File: config.mk
export PLATFORM = sky130hd
export DESIGN_NAME = sdram_bank_tracker
export DESIGN_NICKNAME = d
export VERILOG_FILES = /design/src/rtl/sdram_bank_tracker.sv
export SDC_FILE = /design/constraint.sdc
export NUM_CORES = 1
export LEC_CHECK = 0
export CAP_MARGIN = 5
export CORE_MARGIN = 10
export CORE_UTILIZATION = 55
export DETAILED_ROUTE_END_ITERATION = 7
export DONT_BUFFER_PORTS = 1
export HOLD_SLACK_MARGIN = 0.12
export MAX_ROUTING_LAYER = met4
export PLACE_DENSITY = 0.79
export SYNTH_ARGS = -nofsm -noshare
export SYNTH_HDL_FRONTEND = slang
export SYNTH_SLANG_ARGS = --single-unit
export TNS_END_PERCENT = 1
File: constraint.sdc
create_clock -name clk -period 4.35 [get_ports clk]
set_input_delay 0.6525 -clock clk [delete_from_list [all_inputs] [get_ports clk]]
set_output_delay 0.6525 -clock clk [all_outputs]
set_load 0.05 [all_outputs]
File: src/rtl/sdram_bank_tracker.sv
module sdram_bank_tracker #(
  parameter int BA_W  = 2,
  parameter int ROW_W = 12,
  parameter int TW    = 4
) (
  input  logic                          clk,
  input  logic                          rst_n,
  input  logic [2:0]                    cmd_i,
  input  logic [BA_W-1:0]               bank_i,
  input  logic [ROW_W-1:0]              addr_i,
  input  logic [TW-1:0]                 trp_cfg_i,
  input  logic [TW-1:0]                 tmrd_cfg_i,
  output logic [(1<<BA_W)-1:0]          bank_active_o,
  output logic [(1<<BA_W)*ROW_W-1:0]    bank_row_o,
  output logic                          viol_o,
  output logic [2:0]                    viol_code_o,
  output logic [ROW_W-1:0]              mode_o
);
  localparam int NB = 1 << BA_W;
  localparam logic [2:0] C_LMR = 3'd1, C_ACT = 3'd2, C_RD = 3'd3, C_WR = 3'd4, C_PRE = 3'd5;
  localparam logic [2:0] V_NONE = 3'd0, V_ROW = 3'd1, V_IDLE = 3'd2, V_BUSY = 3'd3,
                         V_TRP = 3'd4, V_MRD = 3'd5;

  logic             act_q  [NB];
  logic [ROW_W-1:0] row_q  [NB];
  logic [3:0]       bcnt_q [NB];
  logic             ap_q   [NB];
  logic [TW-1:0]    trp_q  [NB];
  logic [TW-1:0]    mrd_q;
  logic [ROW_W-1:0] mode_q;
  logic             viol_q;
  logic [2:0]       code_q, code_n;
  logic             any_act;

  wire is_exec = (cmd_i >= C_LMR) && (cmd_i <= C_PRE);
  wire is_acc  = (cmd_i == C_RD) || (cmd_i == C_WR);
  wire ap_bit  = addr_i[10];
  wire ok      = (code_n == V_NONE);

  wire [3:0] blen = (mode_q[2:0] == 3'd1) ? 4'd2 :
                    (mode_q[2:0] == 3'd2) ? 4'd4 :
                    (mode_q[2:0] == 3'd3) ? 4'd8 : 4'd1;
  wire [TW-1:0] trp_ld = (trp_cfg_i  > TW'(1)) ? trp_cfg_i  - TW'(1) : '0;
  wire [TW-1:0] mrd_ld = (tmrd_cfg_i > TW'(1)) ? tmrd_cfg_i - TW'(1) : '0;

  always_comb begin
    any_act = 1'b0;
    for (int b = 0; b < NB; b++) any_act = any_act | act_q[b];
  end

  always_comb begin
    code_n = V_NONE;
    if (is_exec && mrd_q != '0) code_n = V_MRD;
    else if (cmd_i == C_ACT) begin
      if (act_q[bank_i]) begin
        if (row_q[bank_i] != addr_i) code_n = V_ROW;
      end else if (trp_q[bank_i] != '0) code_n = V_TRP;
    end
    else if (is_acc && !act_q[bank_i]) code_n = V_IDLE;
    else if (cmd_i == C_LMR && any_act) code_n = V_BUSY;
  end

  always_ff @(posedge clk) begin
    if (!rst_n) begin
      for (int b = 0; b < NB; b++) begin
        act_q[b] <= 1'b0; row_q[b] <= '0; bcnt_q[b] <= '0; ap_q[b] <= 1'b0; trp_q[b] <= '0;
      end
    end else begin
      for (int b = 0; b < NB; b++) begin
        if (trp_q[b] != '0)  trp_q[b]  <= trp_q[b] - TW'(1);
        if (bcnt_q[b] != '0) bcnt_q[b] <= bcnt_q[b] - 4'd1;
        if (bcnt_q[b] == 4'd1 && ap_q[b]) begin
          act_q[b] <= 1'b0;
          trp_q[b] <= trp_ld;
        end
        if (ok && bank_i == b[BA_W-1:0]) begin
          if (cmd_i == C_ACT && !act_q[b]) begin
            act_q[b] <= 1'b1;
            row_q[b] <= addr_i;
          end
          if (is_acc) begin
            act_q[b]  <= 1'b1;
            trp_q[b]  <= '0;
            bcnt_q[b] <= blen;
            ap_q[b]   <= ap_bit;
          end
        end
        if (ok && cmd_i == C_PRE && act_q[b] && (ap_bit || bank_i == b[BA_W-1:0])) begin
          act_q[b]  <= 1'b0;
          trp_q[b]  <= trp_ld;
          bcnt_q[b] <= '0;
        end
      end
    end
  end

  always_ff @(posedge clk) begin
    if (!rst_n) begin
      mrd_q  <= '0;
      mode_q <= '0;
      viol_q <= 1'b0;
      code_q <= V_NONE;
    end else begin
      if (mrd_q != '0) mrd_q <= mrd_q - TW'(1);
      if (ok && cmd_i == C_LMR) begin
        mode_q <= addr_i;
        mrd_q  <= mrd_ld;
      end
      viol_q <= !ok;
      code_q <= code_n;
    end
  end

  for (genvar g = 0; g < NB; g++) begin : g_out
    assign bank_active_o[g] = act_q[g];
    assign bank_row_o[g*ROW_W +: ROW_W] = row_q[g];

    a_r2_open_row_stable: assert property (@(posedge clk) disable iff (!rst_n)
      act_q[g] && $past(act_q[g]) |-> $stable(row_q[g]));
  end

  assign viol_o      = viol_q;
  assign viol_code_o = code_q;
  assign mode_o      = mode_q;

  a_r10_mode_held: assert property (@(posedge clk) disable iff (!rst_n)
    (cmd_i != C_LMR) |=> $stable(mode_q));

  a_r8_mode_needs_idle: assert property (@(posedge clk) disable iff (!rst_n)
    !$stable(mode_q) |-> !$past(any_act));

  a_r3_idle_access: assert property (@(posedge clk) disable iff (!rst_n)
    is_acc && !act_q[bank_i] && mrd_q == '0 |=> viol_o && viol_code_o == V_IDLE);

  a_r7_trp_guard: assert property (@(posedge clk) disable iff (!rst_n)
    cmd_i == C_ACT && !act_q[bank_i] && trp_q[bank_i] != '0 && mrd_q == '0
    |=> viol_o && viol_code_o == V_TRP);

  a_r9_mrd_guard: assert property (@(posedge clk) disable iff (!rst_n)
    is_exec && mrd_q != '0 |=> viol_o && viol_code_o == V_MRD);
endmodule

==> qor.txt, run 1 <==
run status: finished, final reports clean
Post-Synth Adder-Cell Area: 4.40%
setup bufs post-CTS: 0
pwr/cell area: 534 nW/um2
Die ar.: 15400 um2
Max IR drop VDD: 0.000264 V
# IOs: 95
ys flop type: edfxtp_1
commonest non-fill, non-tap cell in the layout: nor2_1
DRT Pass-1 Iters: 4
initial antenna violation count: 0
mux contribution to synthesized area: 7.96%
flops & latches, synth: 108
total grt overflow: 0
largest family of logic cells by synthesized area: simple AND/OR/NAND/NOR gates
final worst path period share: 84.6%
Slew HR: 42.5%
RSZ-0062 raised after global routing: false
post-synthesis cell count: 595
# diodes: 0
detailed-route via count: 4522
Layout Area Growth over Synthesis: 5.26%
H-tree level count: 3
FILL cells: 865
first-pass GRT wire length: 24600 um
Worst Path Max Fanout: 15
Worst-path clk slew: 0.10 ns
leakage power: 0.00244 uW
Worst-Skew Late Latency: 0.37 ns
GR Util All Layers: 19.8%
Max Cap Viol: 0
Core Area: 10500 um2
Hold Crit Depth: 2
top cells by area, synth: edfxtp_1 (41%), dfxtp_1 (8.7%), nor2_1 (6.3%)
TNS Setup: 0 ns
Final setup viols: 0
root buffer cell: clkbuf_8
Synth Area in Simple Gates: 20.1%
DP HPWL: 11500 um
FP Rows: 37
Synth Area in Compound Gates: 9.74%
FFs w/ async S/R, synth: 0%
Final #Nets: 635
Worst Setup Path Type: register to register
Post-CTS Resized: 0
Crit path required time: 4.36 ns
drt total wl: 15500 um
layout cells sized above 1: 7.26%
pin count of the biggest net entering global routing: 38
Least-Margin Pin Slew: 0.861 ns
via count of the first global-routing pass: 4524
Final Max Tran Viols: 0
Cell variety after synth: 56
most frequent cells in the layout: nor2_1 (101), edfxtp_1 (82), nand2_1 (70)
hold buffers post-CTS: 0
ANT nets after route: 0
CP Capture Type: register
Yosys top cell area share: 41.2%
CP Launch Point: row_q[3][10]
Initial Util: 57.1%
Hold Crit Start: addr_i[11]
Longest Clk Path Bufs: 2
Avg Synthesized Cell Area: 10.0 um2
synthesized cell area: 5970 um2
worst hold path class: input pin to register
xor/xnor share of the synthesized area: 3.67%
EDFF count, synth: 82
Hold Fails Final Rpt: 0
Yosys warning total: 0
die height: 124 um
Setup WS pre-CTS: 0.730 ns
R2R depth: 8
# DRC: 0
Tmin final: 3.68 ns
syn nets: 643
per-cell routed wire length: 21.2 um
reg2reg start: row_q[3][10]
TritonCTS clock tree: yes
gp weighted congestion: 0.879
drt initial violations: 343
WP data arrival: 3.69 ns
Die Wd: 124 um
Total Power: 3360 uW
total CTS buffers: 9
Sink Count: 108
PortBufs: 0
biggest area consumer among synthesized cells: edfxtp_1
register area share after synthesis: 49.9%
Vias/cell: 6.21
fin worst setup slack: 0.671 ns
Fmax: 272 MHz
Startpoint Class: register
clk_skew: 0.0142 ns
==> cell families after synthesis <==
kind of cell	count (synthesis)
and+or+nand+nor	259
adders and majority gates	21
buffers and inverters	57
xor gates and xnor gates	25
AOI/OAI and AO/OA	89
muxes	36
DFF	108
==> power by group <==
part | leakage (uW) | switching [uW] | internal (uW)
combinational | 0.00124 | 592 | 451
clock | 0.000114 | 340 | 341
sequential | 0.00109 | 276 | 1360
total | 0.00244 | 1210 | 2150
==> final cells by class <==
| cell class | count | area (um2) | share of cell area, % |
|---|---|---|---|
| Clock buffer | 10 | 138 | 2.19 |
| Clock inverter | 6 | 86.3 | 1.37 |
| Inverter | 30 | 113 | 1.79 |
| Multi-Input combinational cell | 430 | 2740 | 43.5 |
| Sequential cell | 108 | 2980 | 47.4 |
| Tap cell | 136 | 170 | 2.71 |
| Timing Repair Buffer | 8 | 60.1 | 0.955 |
==> worst paths after layout <==
check | slack [ns] | end
min | 0.42 | mode_o[11]
max | 0.67 | row_q[3][2]
min reg2reg | 0.49 | ap_q[0]
max reg2reg | 0.67 | row_q[3][2]
==> per-stage QoR <==
stage | util [%] | hold slack (ns) | area (um2) | instances
after floorplan | - | 0.456 | 5970 | 595
after global placement | 58.0 | 0.471 | 6060 | 712
after detailed placement | 58.0 | 0.476 | 6060 | 712
after CTS | 60.1 | 0.405 | 6290 | 728
after global routing | 60.1 | 0.406 | 6290 | 728
final | 60.1 | 0.417 | 6290 | 728
==> flip-flops by register name (all words and copies together) (netlist names) <==
register and cells:
act_q 4, viol_code_o 3, row_q 48, bcnt_q 16, mode_o 12, mrd_q 4
ap_q 4, trp_q 16, viol_o 1
==> synth_stat cells, drive strengths merged (7+ instances only) <==
cell type and count:
nand3 14, nand2 71, xor2 10, xnor2 15, nor3b 8, edfxtp 82, clkbuf 13, o22ai 17
o21ai 11, inv 30, dfxtp 26, buf 14, ha 21, mux2i 25, nor2b 9, nor2 101
mux4 9, a21oi 28, nor3 17, and2 7, or3 7
==> routing by layer <==
| layer | routed length [um] | vias up | part of all wire, % | global-route usage, % |
|---|---|---|---|---|
| li1 | - | 2112 | - | - |
| met3 | 1920 | 19 | 12 | 8.58 |
| met4 | 233 | 0 | 1.5 | 5.04 |
| met1 | 5730 | 2179 | 37 | 22.2 |
| met5 | 0 | - | 0 | - |
| met2 | 7590 | 212 | 49 | 31.6 |
==> critical path: stages, from the launching register on <==
cell,delay (ns)
edfxtp_1,0.63
mux4_2,0.56
xnor2_1,0.14
nor3_1,0.28
o2111ai_1,0.21
o31ai_2,0.56
nand4b_1,0.18
buf_4,0.23
nand2_1,0.50
(Power assumes the default switching activity.)
==> inputs of run 2 (changes only) <==
Settings changed: PLACE_DENSITY 0.79 to 0.82.
Clock period 4.35 ns to 3 ns, I/O delays scaled along.
==> qor.txt, run 2 (synthesized netlist as in run 1, its figures left out) <==
run status: finished, final reports clean
Reg power frac: 45.1%
clk_skew: 0.0186 ns
CP max stage cell: or4_1
final worst path period share: 97.2%
most frequent cells in the layout: nor2_1 (101), edfxtp_1 (82), buf_4 (78)
DP HPWL: 12400 um
met3 wire len: 1890 um
Worst-path clk slew: 0.10 ns
# DRC: 0
Worst Path Buf+Inv: 3
Worst R2R End: bcnt_q[0][1]
reg2reg setup slack: 0.08 ns
R2R depth: 11
Switching Fraction: 37.1%
total CTS buffers: 9
biggest regs: row_q (48), bcnt_q (16), trp_q (16)
Worst Hold End: ap_q[0]
WP data arrival: 3.03 ns
# diodes: 0
Fmax: 343 MHz
top routing layer in use: met4
FP Rows: 37
Crit path required time: 3.11 ns
Hold Fails Final Rpt: 0
ANT nets after route: 0
gp weighted congestion: 0.970
Tmin final: 2.92 ns
Worst Path Max Fanout: 9
Total Power: 4970 uW
RSZ-0062 raised after global routing: true
reg2reg start: mrd_q[0]
Sink Count: 108
Die ar.: 15400 um2
fin worst setup slack: 0.0841 ns
CP Capture Type: register
Longest Clk Path Bufs: 2
Final setup viols: 0
Worst Setup Path Type: register to register
hold buffers post-CTS: 0
drt total wl: 16700 um
max FFs per register: 48
total grt overflow: 0
Core Area: 10500 um2
DRT Pass-1 Iters: 5
Most flops, register: row_q
# IOs: 95
Worst-Skew Late Latency: 0.39 ns
switching power: 1840 uW
Cell Chain, Critical Path: inv_1 -> ha_1 -> nor3b_2 -> buf_4 -> nor3_2 -> a211oi_2 -> o311ai_1 -> o31ai_2 -> buf_4 -> and3_2 -> or4_1
Least-Margin Pin Slew: 0.906 ns
wire length on met2: 8330 um
layout cells sized above 1: 19.1%
Layout Area Growth over Synthesis: 15.6%
M1 WL: 6110 um
Die Wd: 124 um
Max Cap Viol: 0
initial antenna violation count: 0
Critical Path Max Stage Delay: 0.61 ns
Clock Power Share: 19.4%
GR Util All Layers: 20.8%
via count of the first global-routing pass: 4973
pwr/cell area: 719 nW/um2
pin count of the biggest net entering global routing: 38
Startpoint Class: register
Int Pwr: 3120 uW
Initial Util: 57.1%
Slew HR: 39.5%
leakage power: 0.00282 uW
TritonCTS clock tree: yes
Vias/cell: 6.18
Max IR drop VDD: 0.000318 V
drt initial violations: 428
CP delay by family, top: simple AND/OR/NAND/NOR gates
combinational fraction of design power: 35.5%
detailed-route via count: 4956
Crit path top cell by count: buf_4
die height: 124 um
Setup WS pre-CTS: 0.0376 ns
first-pass GRT wire length: 25700 um
Hold Crit Depth: 2
H-tree level count: 3
Final #Nets: 709
per-cell routed wire length: 20.8 um
worst hold path class: input pin to register
root buffer cell: clkbuf_8
commonest non-fill, non-tap cell in the layout: nor2_1
PortBufs: 0
Hold Crit Start: addr_i[10]
Final Max Tran Viols: 0
## run 2: timing repair
| item | CTS | global route |
|---|---|---|
| buffers inserted | 0 | 2 |
| resized for setup | 0 | 9 |
| setup endpoints to repair | 0 | 128 |
| endpoints found under the hold margin | 0 | 0 |
## run 2: worst reg2reg max path, stage by stage (launching register included)
cell	delay (ns)
dfxtp_1	0.35
inv_1	0.07
ha_1	0.24
nor3b_2	0.19
buf_4	0.16
nor3_2	0.21
a211oi_2	0.09
o311ai_1	0.15
o31ai_2	0.14
buf_4	0.18
and3_2	0.26
or4_1	0.61
## run 2: how the worst max path moves through the flow
stage	cells after the start	end	startpoint	slack, ns
3_5_place_dp	10	row_q[3][6]	mrd_q[0]	0.04
4_1_cts	11	row_q[3][8]	mrd_q[0]	0.01
6_report	11	bcnt_q[0][1]	mrd_q[0]	0.08
5_1_grt	11	bcnt_q[0][1]	mrd_q[0]	-0.05
3_3_place_gp	8	row_q[2][4]	bank_i[0]	0.15
2_1_floorplan	9	row_q[3][0]	row_q[3][7]	0.02
## run 2: power groups by stage
stage	clock, uW	combinational [uW]	sequential (uW)
2_1_floorplan	0	1210	2320
3_3_place_gp	0	1610	2250
3_5_place_dp	0	1710	2270
4_1_cts	958	1720	2240
5_1_grt	1030	1950	2280
6_report	965	1760	2240
## run 2: routing by layer
metal	vias up	global-route usage [%]
li1	2256	-
met1	2356	22.1
met2	310	35.2
met3	34	7.90
met4	0	6.27
met5	-	-
## run 2: cell type report
cell class / instances / area, um2
clock buffer: 9 / 124
clock inverter: 7 / 93.8
fill: 798 / 3560
inverter: 30 / 113
multi-input combinational: 432 / 2810
sequential: 108 / 2980
tap: 136 / 170
timing repair buffer: 80 / 617
## run 2: stage by stage
stage               setup TNS, ns  area [um2]  hold slack, ns  instances  util, %
floorplan                       0        6010           0.456        595        -
global placement                0        6620           0.465        782     63.3
detailed placement              0        6620           0.479        782     63.3
CTS                             0        6840           0.193        798     65.4
global route               -0.269        6910           0.188        802     66.0
finish                          0        6910           0.190        802     66.0
